--- src/rtl/rfs_pkg.sv ---
package rfs_pkg;

  // Scale the idle average by (max - pend) / max, with max a power of two.
  function automatic int unsigned scaled_wait(input int unsigned avg,
                                              input int unsigned pend,
                                              input int unsigned max_pend,
                                              input int unsigned max_log2);
    int unsigned head;
    head = (pend >= max_pend) ? 0 : (max_pend - pend);
    return (avg * head) >> max_log2;
  endfunction

endpackage

--- src/rtl/rfs_pend_ctr.sv ---
module rfs_pend_ctr #(
  parameter int MAX_PEND = 8,
  parameter int PEND_W   = $clog2(MAX_PEND + 1)
) (
  input  logic              clk,
  input  logic              rst_n,
  input  logic              tick_i,
  input  logic              dec_i,
  output logic [PEND_W-1:0] pend_o,
  output logic              full_o
);

  localparam logic [PEND_W-1:0] LIMIT = PEND_W'(MAX_PEND);

  logic [PEND_W-1:0] pend_q, pend_d;
  logic              pend_en;

  always_comb begin
    pend_d  = pend_q;
    pend_en = 1'b0;
    if (tick_i && !dec_i && (pend_q != LIMIT)) begin
      pend_d  = pend_q + 1'b1;
      pend_en = 1'b1;
    end else if (!tick_i && dec_i && (pend_q != '0)) begin
      pend_d  = pend_q - 1'b1;
      pend_en = 1'b1;
    end
  end

  always_ff @(posedge clk or negedge rst_n) begin
    if (!rst_n) begin
      pend_q <= '0;
    end else if (pend_en) begin
      pend_q <= pend_d;
    end
  end

  assign pend_o = pend_q;
  assign full_o = (pend_q == LIMIT);

endmodule

--- src/rtl/rfs_idle_avg.sv ---
module rfs_idle_avg #(
  parameter int AVG_W     = 12,
  parameter int AVG_SHIFT = 2,
  parameter int AVG_INIT  = 32
) (
  input  logic             clk,
  input  logic             rst_n,
  input  logic             idle_i,
  output logic [AVG_W-1:0] avg_o
);

  localparam logic [AVG_W-1:0] LEN_SAT = {AVG_W{1'b1}};

  logic [AVG_W-1:0] len_q, len_d;
  logic [AVG_W-1:0] avg_q, avg_d;
  logic             len_en, avg_en;

  // Length of the running idle period, saturating.
  always_comb begin
    len_d  = len_q;
    len_en = 1'b0;
    if (idle_i) begin
      if (len_q != LEN_SAT) begin
        len_d  = len_q + 1'b1;
        len_en = 1'b1;
      end
    end else if (len_q != '0) begin
      len_d  = '0;
      len_en = 1'b1;
    end
  end

  // Moving average folded in on the first busy cycle after an idle period.
  always_comb begin
    avg_en = !idle_i && (len_q != '0);
    avg_d  = avg_q - (avg_q >> AVG_SHIFT) + (len_q >> AVG_SHIFT);
  end

  always_ff @(posedge clk or negedge rst_n) begin
    if (!rst_n) begin
      len_q <= '0;
    end else if (len_en) begin
      len_q <= len_d;
    end
  end

  always_ff @(posedge clk or negedge rst_n) begin
    if (!rst_n) begin
      avg_q <= AVG_W'(AVG_INIT);
    end else if (avg_en) begin
      avg_q <= avg_d;
    end
  end

  assign avg_o = avg_q;

endmodule

--- src/rtl/rfs_delay_timer.sv ---
module rfs_delay_timer
  import rfs_pkg::*;
#(
  parameter int MAX_PEND = 8,
  parameter int PEND_W   = $clog2(MAX_PEND + 1),
  parameter int AVG_W    = 12
) (
  input  logic              clk,
  input  logic              rst_n,
  input  logic              idle_i,
  input  logic              req_i,
  input  logic              full_i,
  input  logic [PEND_W-1:0] pend_i,
  input  logic [AVG_W-1:0]  avg_i,
  output logic              issue_o
);

  localparam int          MAX_LOG2 = $clog2(MAX_PEND);
  localparam logic [AVG_W-1:0] WAIT_SAT = {AVG_W{1'b1}};

  logic [AVG_W-1:0] wait_q, wait_d;
  logic             wait_en;
  logic             spent_q, spent_d;
  logic             spent_en;
  logic [AVG_W-1:0] thr;
  logic             quiet;
  logic             elig;

  always_comb begin
    thr = AVG_W'(scaled_wait(int'(avg_i), int'(pend_i), MAX_PEND, MAX_LOG2));
  end

  assign quiet   = idle_i && !req_i;
  assign elig    = quiet && !spent_q && (pend_i != '0) && (wait_q >= thr);
  assign issue_o = full_i || elig;

  // Window counter: cleared by busy or request cycles.
  always_comb begin
    wait_d  = wait_q;
    wait_en = 1'b0;
    if (!quiet) begin
      if (wait_q != '0) begin
        wait_d  = '0;
        wait_en = 1'b1;
      end
    end else if (wait_q != WAIT_SAT) begin
      wait_d  = wait_q + 1'b1;
      wait_en = 1'b1;
    end
  end

  // One refresh per idle period; rearmed when the rank goes busy.
  always_comb begin
    spent_d  = spent_q;
    spent_en = 1'b0;
    if (!idle_i) begin
      spent_d  = 1'b0;
      spent_en = spent_q;
    end else if (issue_o) begin
      spent_d  = 1'b1;
      spent_en = !spent_q;
    end
  end

  always_ff @(posedge clk or negedge rst_n) begin
    if (!rst_n) begin
      wait_q <= '0;
    end else if (wait_en) begin
      wait_q <= wait_d;
    end
  end

  always_ff @(posedge clk or negedge rst_n) begin
    if (!rst_n) begin
      spent_q <= 1'b0;
    end else if (spent_en) begin
      spent_q <= spent_d;
    end
  end

endmodule

--- src/rtl/idle_refresh_sched.sv ---
module idle_refresh_sched #(
  parameter int MAX_PEND  = 8,
  parameter int AVG_W     = 12,
  parameter int AVG_SHIFT = 2,
  parameter int AVG_INIT  = 32,
  localparam int PEND_W   = $clog2(MAX_PEND + 1)
) (
  input  logic              clk,
  input  logic              rst_n,
  input  logic              tick_i,
  input  logic              req_i,
  input  logic              idle_i,
  output logic              ref_issue_o,
  output logic [PEND_W-1:0] pend_o
);

  logic              full;
  logic              issue;
  logic [PEND_W-1:0] pend;
  logic [AVG_W-1:0]  avg;

  rfs_pend_ctr #(
    .MAX_PEND (MAX_PEND),
    .PEND_W   (PEND_W)
  ) u_pend (
    .clk    (clk),
    .rst_n  (rst_n),
    .tick_i (tick_i),
    .dec_i  (issue),
    .pend_o (pend),
    .full_o (full)
  );

  rfs_idle_avg #(
    .AVG_W     (AVG_W),
    .AVG_SHIFT (AVG_SHIFT),
    .AVG_INIT  (AVG_INIT)
  ) u_avg (
    .clk    (clk),
    .rst_n  (rst_n),
    .idle_i (idle_i),
    .avg_o  (avg)
  );

  rfs_delay_timer #(
    .MAX_PEND (MAX_PEND),
    .PEND_W   (PEND_W),
    .AVG_W    (AVG_W)
  ) u_timer (
    .clk     (clk),
    .rst_n   (rst_n),
    .idle_i  (idle_i),
    .req_i   (req_i),
    .full_i  (full),
    .pend_i  (pend),
    .avg_i   (avg),
    .issue_o (issue)
  );

  assign ref_issue_o = issue;
  assign pend_o      = pend;

endmodule

--- config.mk ---
export PLATFORM = sky130hd
export DESIGN_NAME = idle_refresh_sched
export DESIGN_NICKNAME = d
export VERILOG_FILES = /design/src/rtl/rfs_pkg.sv /design/src/rtl/rfs_pend_ctr.sv /design/src/rtl/rfs_idle_avg.sv /design/src/rtl/rfs_delay_timer.sv /design/src/rtl/idle_refresh_sched.sv
export SDC_FILE = /design/constraint.sdc
export NUM_CORES = 1
export LEC_CHECK = 0
export CORE_ASPECT_RATIO = 0.9
export CORE_MARGIN = 2
export CORE_UTILIZATION = 59
export DETAILED_ROUTE_END_ITERATION = 7
export PLACE_DENSITY = 0.82
export REMOVE_ABC_BUFFERS = 1
export SLEW_MARGIN = 5
export SYNTH_ARGS = -nofsm -noshare
export SYNTH_HDL_FRONTEND = slang
export SYNTH_SLANG_ARGS = --single-unit
--- constraint.sdc ---
create_clock -name clk -period 7.9 [get_ports clk]
set_clock_uncertainty 0.05 [all_clocks]
set_input_delay 1.185 -clock clk [delete_from_list [all_inputs] [get_ports clk]]
set_output_delay 1.185 -clock clk [all_outputs]
set_load 0.005 [all_outputs]
Word-level counts from Yosys, hierarchy flattened. Index checks and enable logic that the tools add are counted. Widths: inputs -> output; s select.

Bits in registers: 41. Output and inout port bits: 5. Logic and storage cells: 68.

Add/subtract/negate cells: 7. Multipliers: 1. $lt $le $gt $ge: 2. Eq/ne operators: 7. Muxes and demuxes: 21. Reductions and logical operators: 25.

Operator list (count): $mux 12 (6); $mul 12x32->15 (1); $mux 32 (1); $add 12x1->12 const B (2); $ne 12x12->1 const B (2); $reduce_bool 12->1 (2); $add 12x10->12 (1); $ge 12x12->1 (1); $mux 1 (12); $sub 12x10->12 (1); $logic_and 1x1->1 (9); $mux 4 (2); $reduce_and 3->1 (2); $reduce_bool 2->1 (3); $logic_not 1->1 (5); $sub 4x4->5 const A (1); $add 4x1->4 const B (1); $eq 4x4->1 const B (1); $ge 4x4->1 const B (1); $ne 2x1->1 const B (2); $ne 4x4->1 const B (1); $reduce_and 2->1 (2); $reduce_bool 4->1 (1); $sub 4x1->4 const B (1); other kinds (2) (2).

Depth between registers and ports, before layout. Gate-level depths: netlist of run 1.

Depth after elaboration: 11. Mapped depth: 37.

Modules after synthesis. From an unflattened synthesis of run 1, not the netlist that was laid out.

Cell total of the unflattened synthesis: 650. Area total of the unflattened synthesis: 5751.8 µm².

Modules (own cells, without submodules): rfs_delay_timer (instances 1, cells an instance 415, area an instance 3578.4 µm²); rfs_idle_avg (instances 1, cells an instance 211, area an instance 1881.8 µm²); rfs_pend_ctr (instances 1, cells an instance 24, area an instance 291.5 µm²).

Worst setup path before layout of run 1. No wires, ideal clock.

Path kind: reg-to-reg. Start point: register u_pend.pend_q[0], in the netlist u_pend.pend_o[0]. End point: register u_pend.pend_q[3], in the netlist u_pend.pend_o[3]. Library setup time: 83 ps. Data arrival time: 7977 ps. Slack: -209 ps. Stages on the path, launching flop included: 33. Buffers on the path: 2. Period minus slack after synthesis: 8109 ps. Cell sequence: dfrtp_1 clkinv_1 ha_1 or4_1 buf_2 o21ai_0 clkbuf_1 nand2_1 fa_1 fa_1 inv_1 fa_1 fa_1 inv_1 fa_1 inv_1 ha_1 o41a_1 a21o_1 a21oi_1 xnor2_1 ha_1 a2111oi_4 a31oi_2 a21oi_2 nand2_1 ha_1 a21o_1 a21o_1 or2_2 mux2i_1 nand2_1 o21ai_0.

Word-level cells in the longest chain between the ends: 11. Elaborated cells between the ends (all ways): 24. Classes of those cells: add/sub: 3; mul: 1; order compare: 2; eq/ne: 2; mux: 5; reduce/logical: 11.

RTL lines: start: declaration (line rfs_pend_ctr.sv:15) `logic [PEND_W-1:0] pend_q, pend_d;`; start signal: assignment (line rfs_pend_ctr.sv:34) `pend_q <= pend_d;`; $sub 4x4->5 or $ge 4x4->1 (tied branches) (line rfs_pkg.sv:9) `head = (pend >= max_pend) ? 0 : (max_pend - pend);`; $mux 32 (line rfs_pkg.sv:9); $mul 12x32->15 (line rfs_pkg.sv:10) `return (avg * head) >> max_log2;`; $ge 12x12->1 (line rfs_delay_timer.sv:34) `assign elig = quiet && !spent_q && (pend_i != '0) && (wait_q >= thr);`; $logic_and 1x1->1 (line rfs_delay_timer.sv:34); $logic_or 1x1->1 (line rfs_delay_timer.sv:35) `assign issue_o = full_i || elig;`; $logic_and 1x1->1 or $logic_not 1->1 (tied branches) (line rfs_pend_ctr.sv:24, rfs_pend_ctr.sv:21); $logic_and 1x1->1, on equally long branches (line rfs_pend_ctr.sv:24, rfs_pend_ctr.sv:21); $mux 1 or $logic_and 1x1->1 (tied branches) (line rfs_pend_ctr.sv:24, rfs_pend_ctr.sv:21); $mux 1 or $reduce_bool 2->1 (tied branches); $reduce_and 2->1 (no line).

Several ways; a longest one is shown, not always the timed one. The select of a mux whose other input is x is not followed. A chain may end at the register's enable or synchronous reset.

Final worst setup path of run 1.
Start point: register u_pend.pend_q[0], in the netlist u_pend.pend_o[0]. End point: output ref_issue_o.

Word-level cells in the longest chain between the ends: 6. Elaborated cells between the ends (all ways): 10. Classes of those cells: add/sub: 1; mul: 1; order compare: 2; eq/ne: 1; mux: 1; reduce/logical: 4.

RTL lines: $sub 4x4->5 or $ge 4x4->1 (tied branches) (line rfs_pkg.sv:9); $mux 32 (line rfs_pkg.sv:9); $mul 12x32->15 (line rfs_pkg.sv:10); $ge 12x12->1 (line rfs_delay_timer.sv:34); $logic_and 1x1->1 (line rfs_delay_timer.sv:34); $logic_or 1x1->1 * (line rfs_delay_timer.sv:35); end: declaration (line idle_refresh_sched.sv:13) `output logic ref_issue_o,`.

Mark *: on every way between the ends. The rest lies on a longest branch, timed or not.

==> key figures, run 1 <==
Setup path
  • RR Startpoint: u_pend.pend_o[0]$_DFFE_PN0P_
  • Required time at the worst-slack endpoint: 6660 ps
  • Origin of the worst setup path: u_pend.pend_o[0]$_DFFE_PN0P_
  • Terminus of the critical flop-to-flop path: u_pend.pend_o[3]$_DFFE_PN0P_
  • Data arrival, critical path: 6860 ps
  • Cell occurring most often along the worst timing path: sky130_fd_sc_hd__fa_1
  • Worst Path Max Fanout: 5
  • Setup Crit Path Kind: flop to output pin
  • R2R depth: 38
  • Nature of the critical path endpoint: output pin
  • Peak per-stage delay on the critical path: 550 ps
  • Kind of start point of the critical path: flop
  • Worst R2R Setup Slack: 0 ps
  • Slowest stage cell on the critical path: sky130_fd_sc_hd__or4_4
  • Capture point of the worst path: ref_issue_o

Timing
  • Post-layout minimum cycle time: 8090 ps
  • RSZ-0062 raised after global routing: yes
  • Slew @ Worst Pin: 964 ps
  • Highest Clock Rate: 124 MHz
  • Worst slew slack as a fraction of its limit: 35.8%
  • Fraction of the cycle the final worst path needs: 102%
  • Max Slew Vio Count: 0
  • Number of endpoints failing setup at the final stage: 1
  • Final worst-path setup slack: -193 ps
  • Final hold violations: 0

Synth
  • Count of yosys warnings during synthesis: 0
  • Netlist cell types: 60
  • Share of synthesized cell area in full adder, half adder and majority cells: 36.5%
  • Area of the mapped netlist: 0.00571 mm²
  • Post-Syn Instances: 635
  • Post-synth ARST share: 100%
  • Compound-gate portion of the synthesized area: 11.3%
  • Synthesis-stage register bit count: 41
  • Mean instance size in the synthesized netlist: 8.98 µm²
  • Largest family of logic cells by synthesized area: adder cells
  • Number of synthesized flops with an enable pin: 0
  • Synthesized-area fraction occupied by and/or/nand/nor cells: 14.4%
  • Multiplexer fraction of the synthesized cell area: 1.49%
  • Xor and xnor area share after synthesis: 8.27%
  • Register area share after synthesis: 18.0%
  • Synth Flop Type: sky130_fd_sc_hd__dfrtp_1

Hold path
  • Tightest Hold Check Type: flop to flop
  • Hold depth: 2

Status
  • Result of the run: finished with violations
  • Failing checks: setup timing

Layout
  • Synth-to-Final Area Change: 18.3%
  • Number of diodes: 0
  • Core utilization of the finished layout: 70.9%
  • Flip-flop and latch area: 0.00103 mm²
  • Proportion of layout cells with a drive suffix above 1: 20.5%
  • Area of the multi-input gates: 0.00439 mm²
  • Filler cell count in the final layout: 645
  • Final #Nets: 833

Route
  • Number of design rule violations left after detail routing: 0
  • Initial drt markers: 400
  • Average wire length per cell after detail routing: 17.4 µm
  • Via Count: 4752
  • Via count normalized by instance count: 5.74
  • Detailed Route WL: 14400 µm
  • Iteration count of the initial detailed-routing pass: 6
  • Antenna viol nets, final: 0

Die
  • Initial Util: 59.9%
  • Die area: 0.0105 mm²
  • Site Rows: 34
  • Floorplan die height: 97.3 µm
  • Die width: 108 µm
  • Area of the placeable core: 0.00953 mm²
  • Boundary pin count: 10

Placement
  • Dpl hpwl: 10200 µm
  • Number of input and output port buffers inserted: 9
  • GPL Wtd Cong: 0.914

CTS
  • Clock tree from TritonCTS: built
  • Worst-skew pair later-pin latency: 320 ps
  • Number of buffers between clock root and the deepest sink: 2
  • Clock Root Buffer: sky130_fd_sc_hd__clkbuf_8
  • H-tree level count: 2
  • Clk sinks: 41
  • Clock slew at the register clock pins of the worst setup and hold paths: 100 ps
  • Total clock buffers created by CTS: 5
  • Cts hold-fix bufs: 0

GRT
  • Via count of the first global-routing pass: 5119
  • Wire length of the first global-routing pass: 24100 µm
  • Maximum number of pins on one net before global-route repair: 42
  • Remaining Overflow, GRT: 0
  • All-layer global routing usage: 28.8%
  • Antenna violations before repair: 0

Run
  • Number of max-cap violations: 0
-- stage by stage --
step                TNS, ps  std cells  hold WS [ps]  setup WS, ps  cell area, µm²
floorplan              -582        626           417          -323            5670
global placement       -183        807           436          -183            6250
detailed placement     -550        807           454          -368            6250
CTS                       0        824           467         0.839            6660
global route           -686        828           490          -403            6750
finish                 -193        828           462          -193            6750
-- cells in the mapped netlist (15+ instances only) --
| cell type | count | area share [%] |
|---|---|---|
| sky130_fd_sc_hd__fa_1 | 66 | 23 |
| sky130_fd_sc_hd__nor3_1 | 19 | 1.7 |
| sky130_fd_sc_hd__o21ai_0 | 32 | 2.8 |
| sky130_fd_sc_hd__xor2_1 | 21 | 3.2 |
| sky130_fd_sc_hd__and2_1 | 15 | 1.6 |
| sky130_fd_sc_hd__ha_1 | 61 | 13 |
| sky130_fd_sc_hd__dfrtp_1 | 40 | 18 |
| sky130_fd_sc_hd__xnor2_1 | 31 | 4.8 |
| sky130_fd_sc_hd__nand2_1 | 62 | 4.1 |
| sky130_fd_sc_hd__inv_1 | 141 | 9.3 |
| sky130_fd_sc_hd__nor2_1 | 26 | 1.7 |
-- cells in the final DEF, fill, tap and decap left out, drive strengths merged, types with 3 or more instances in the layout --
| cell type | Yosys | routed |
|---|---|---|
| a21oi | 13 | 13 |
| buf | 5 | 61 |
| nor4 | 5 | 5 |
| nor2b | 4 | 4 |
| clkdlybuf4s50 | 0 | 7 |
| and4 | 3 | 3 |
| and2 | 15 | 15 |
| xnor2 | 32 | 32 |
| clkbuf | 4 | 5 |
| inv | 141 | 142 |
| mux2i | 4 | 4 |
| xor2 | 21 | 21 |
| dfrtp | 40 | 40 |
| a21o | 6 | 6 |
| nor3 | 19 | 19 |
| o21a | 4 | 4 |
| o31ai | 7 | 7 |
| fa | 66 | 66 |
| nor2 | 27 | 27 |
| o21ai | 33 | 33 |
| ha | 61 | 61 |
| or2 | 4 | 4 |
| nand4 | 5 | 5 |
| a211oi | 3 | 3 |
| nand2 | 62 | 62 |
| mux2 | 4 | 4 |
| a31oi | 5 | 5 |
| nand2b | 5 | 5 |
| nand3 | 10 | 10 |
-- worst min path at each step --
stage	startpoint	end	slack, ps
after floorplan	u_timer.spent_q$_DFFE_PN0P_	u_timer.spent_q$_DFFE_PN0P_	420
after global placement	u_timer.spent_q$_DFFE_PN0P_	u_timer.spent_q$_DFFE_PN0P_	440
after detailed placement	u_timer.spent_q$_DFFE_PN0P_	u_timer.spent_q$_DFFE_PN0P_	450
after CTS	u_timer.spent_q$_DFFE_PN0P_	u_timer.spent_q$_DFFE_PN0P_	470
after global routing	u_timer.spent_q$_DFFE_PN0P_	u_timer.spent_q$_DFFE_PN0P_	490
final	u_timer.spent_q$_DFFE_PN0P_	u_timer.spent_q$_DFFE_PN0P_	460
-- layer usage --
layer	routed length (µm)	GRT usage (%)	up-vias
li1	-	-	2165
met1	5740	35.0	2324
met2	7430	51.2	198
met3	747	4.43	65
met4	499	10.8	0
met5	0	0	-
-- cell type report --
class                      count  area share, %
multi-input combinational    443           65.0
sequential                    41           15.2
timing repair buffer          68           8.25
inverter                     142           7.91
tap                          126           2.34
clock buffer                   5           1.02
clock inverter                 3          0.315
-- critical path: cells and delay by family (launching register included) --
family,cells,cell delay [ps]
and+or+nand+nor,5,1090
AOI/OAI and AO/OA,5,980
buffers and inverters,11,960
xor gates and xnor gates,1,110
adders and majority gates,8,3010
DFF,1,390
-- repair_timing --
item | in CTS | in global routing
buffers inserted | 10 | 5
gates cloned | 0 | 0
endpoints found under the setup margin | 2 | 4
resized for setup | 63 | 18
pin swaps | 44 | 18
-- state kept, by name, indices dropped and copies added, names as in the netlist --
name,cells
u_timer.wait_q,12
u_timer.spent_q,1
u_pend.pend_o,4
u_avg.len_q,12
u_avg.avg_o,12
-- cell families after synthesis --
kind of cell               count (synthesis)
xor gates and xnor gates                  53
and+or+nand+nor                          166
buffers and inverters                    151
adders and majority gates                127
muxes                                      8
DFF                                       41
AOI/OAI and AO/OA                         89
Power of run 1 is left out: the tool's default activity adds up to more than one toggle a clock period on the data nets, which glitch-free logic cannot reach.
==> run 2, diff against run 1 <==
--- a/config.mk
+++ b/config.mk
@@ -5,7 +5,6 @@
 export SDC_FILE = /design/constraint.sdc
 export NUM_CORES = 1
 export LEC_CHECK = 0
-export CORE_ASPECT_RATIO = 0.9
 export CORE_MARGIN = 2
 export CORE_UTILIZATION = 59
 export DETAILED_ROUTE_END_ITERATION = 7
==> key figures, run 2 (synthesis gave the netlist of run 1 again) <==
Setup path
  • Worst Path Max Fanout: 6
  • Kind of start point of the critical path: flop
  • RR Startpoint: u_pend.pend_o[0]$_DFFE_PN0P_
  • Nature of the critical path endpoint: output pin
  • Origin of the worst setup path: u_pend.pend_o[0]$_DFFE_PN0P_
  • Data arrival, critical path: 6770 ps
  • Terminus of the critical flop-to-flop path: u_pend.pend_o[3]$_DFFE_PN0P_
  • Buf+Inv Stages, Crit Path: 8
  • Logic depth of the worst path, buffers included: 29
  • Setup Crit Path Kind: flop to output pin
  • Slowest stage cell on the critical path: sky130_fd_sc_hd__fa_1
  • Capture point of the worst path: ref_issue_o
  • Peak per-stage delay on the critical path: 520 ps
  • Gate family responsible for the most delay along the worst path: adder cells
  • R2R depth: 36
  • Required time at the worst-slack endpoint: 6660 ps
  • Worst R2R Setup Slack: 80 ps

GRT
  • Wire length of the first global-routing pass: 22200 µm
  • All-layer global routing usage: 26.9%
  • Maximum number of pins on one net before global-route repair: 42
  • Antenna violations before repair: 0
  • Via count of the first global-routing pass: 4914
  • Remaining Overflow, GRT: 0

Placement
  • Dpl hpwl: 10200 µm
  • GPL Wtd Cong: 0.925
  • Post-placement worst setup slack: -417 ps
  • Number of input and output port buffers inserted: 9
  • Total placed instance area: 0.00624 mm²

Status
  • Failing checks: setup timing
  • Result of the run: finished with violations

Route
  • Average wire length per cell after detail routing: 15.7 µm
  • Number of design rule violations left after detail routing: 0
  • Detailed Route WL: 13100 µm
  • Via count normalized by instance count: 5.49
  • Via Count: 4573
  • Initial drt markers: 215
  • Antenna viol nets, final: 0
  • Iteration count of the initial detailed-routing pass: 4

Die
  • Die width: 102 µm
  • Site Rows: 35
  • Die area: 0.0105 mm²
  • Floorplan die height: 102 µm
  • Initial Util: 61.2%
  • Area of the placeable core: 0.00933 mm²
  • Boundary pin count: 10

Timing
  • Max Slew Vio Count: 0
  • Number of endpoints failing setup at the final stage: 1
  • RSZ-0062 raised after global routing: yes
  • Post-layout minimum cycle time: 8000 ps
  • Highest Clock Rate: 125 MHz
  • Final hold violations: 0
  • Fraction of the cycle the final worst path needs: 101%
  • Final worst-path setup slack: -105 ps
  • Slew @ Worst Pin: 1170 ps
  • Worst slew slack as a fraction of its limit: 21.8%

CTS
  • Total clock buffers created by CTS: 5
  • Clock slew at the register clock pins of the worst setup and hold paths: 90 ps
  • Cts hold-fix bufs: 0
  • Number of buffers between clock root and the deepest sink: 2
  • Clock Root Buffer: sky130_fd_sc_hd__clkbuf_8
  • Worst-skew pair later-pin latency: 310 ps
  • Clock tree from TritonCTS: built
  • H-tree level count: 2
  • Clk sinks: 41

Hold path
  • Tightest Hold Check Type: flop to flop
  • Hold depth: 2

Layout
  • Final #Nets: 835
  • Commonest non-fill, non-tap cell in the layout: sky130_fd_sc_hd__inv_1
  • Top library cells by usage in the layout, fill and taps aside: 128 x sky130_fd_sc_hd__inv_1, 64 x sky130_fd_sc_hd__fa_1, 58 x sky130_fd_sc_hd__nand2_1, 55 x sky130_fd_sc_hd__buf_4, 52 x sky130_fd_sc_hd__ha_1
  • Synth-to-Final Area Change: 16.9%
  • Cell area after layout: 0.00667 mm²
  • Number of diodes: 0
  • Filler cell count in the final layout: 656
  • Proportion of layout cells with a drive suffix above 1: 19.0%

Run
  • Number of max-cap violations: 0
## run 2: through the flow
step	TNS, ps	utilization [%]	hold slack, ps	cells
after floorplan	-582	-	417	626
after global placement	-198	66.9	437	808
after detailed placement	-652	66.9	448	808
after CTS	0	70.9	468	828
after global routing	-583	71.5	521	833
final	-105	71.5	474	833
## run 2: worst min path at each step
| stage | start | to | slack (ps) |
|---|---|---|---|
| 2_1_floorplan | u_timer.spent_q$_DFFE_PN0P_ | u_timer.spent_q$_DFFE_PN0P_ | 420 |
| 4_1_cts | u_timer.spent_q$_DFFE_PN0P_ | u_timer.spent_q$_DFFE_PN0P_ | 470 |
| 3_5_place_dp | u_timer.spent_q$_DFFE_PN0P_ | u_timer.spent_q$_DFFE_PN0P_ | 450 |
| 3_3_place_gp | u_timer.spent_q$_DFFE_PN0P_ | u_timer.spent_q$_DFFE_PN0P_ | 440 |
| 6_report | u_timer.spent_q$_DFFE_PN0P_ | u_timer.spent_q$_DFFE_PN0P_ | 470 |
| 5_1_grt | u_timer.spent_q$_DFFE_PN0P_ | u_timer.spent_q$_DFFE_PN0P_ | 520 |
## run 2: layout make-up
class / instances / area (µm²) / share of cell area, %
tap: 129 / 161 / 2.42
clock buffer: 5 / 68.8 / 1.03
multi-input combinational: 443 / 4290 / 64.3
sequential: 41 / 1030 / 15.4
clock inverter: 3 / 21.3 / 0.319
timing repair buffer: 70 / 569 / 8.54
inverter: 142 / 534 / 8.01
## run 2: tightest hold or removal path, delay by kind of cell (launching register included)
kind / cells / cell delay (ps)
flip-flops: 1 / 370
AND/OR/NAND/NOR: 2 / 120
## run 2: layer usage
| layer | global-route usage [%] | part of all wire (%) |
|---|---|---|
| met3 | 3.21 | 2.5 |
| met4 | 10.6 | 3.2 |
| met5 | 0 | 0 |
| met1 | 32.7 | 42 |
| met2 | 48.9 | 52 |
## run 2: what timing repair did
action | CTS | global route
buffers inserted | 12 | 5
setup endpoints to repair | 3 | 3
resized for setup | 55 | 3
pin swaps | 43 | 7
Power of run 2 is left out for the same reason.
==> run 3, diff against run 2 <==
--- a/config.mk
+++ b/config.mk
@@ -5,6 +5,7 @@
 export SDC_FILE = /design/constraint.sdc
 export NUM_CORES = 1
 export LEC_CHECK = 0
+export ABC_AREA = 0
 export CORE_MARGIN = 2
 export CORE_UTILIZATION = 59
 export DETAILED_ROUTE_END_ITERATION = 7
==> results of run 3 <==
Same layout as run 2: the final DEF is identical, and so are final timing and power.
Power of run 3 is left out for the same reason.
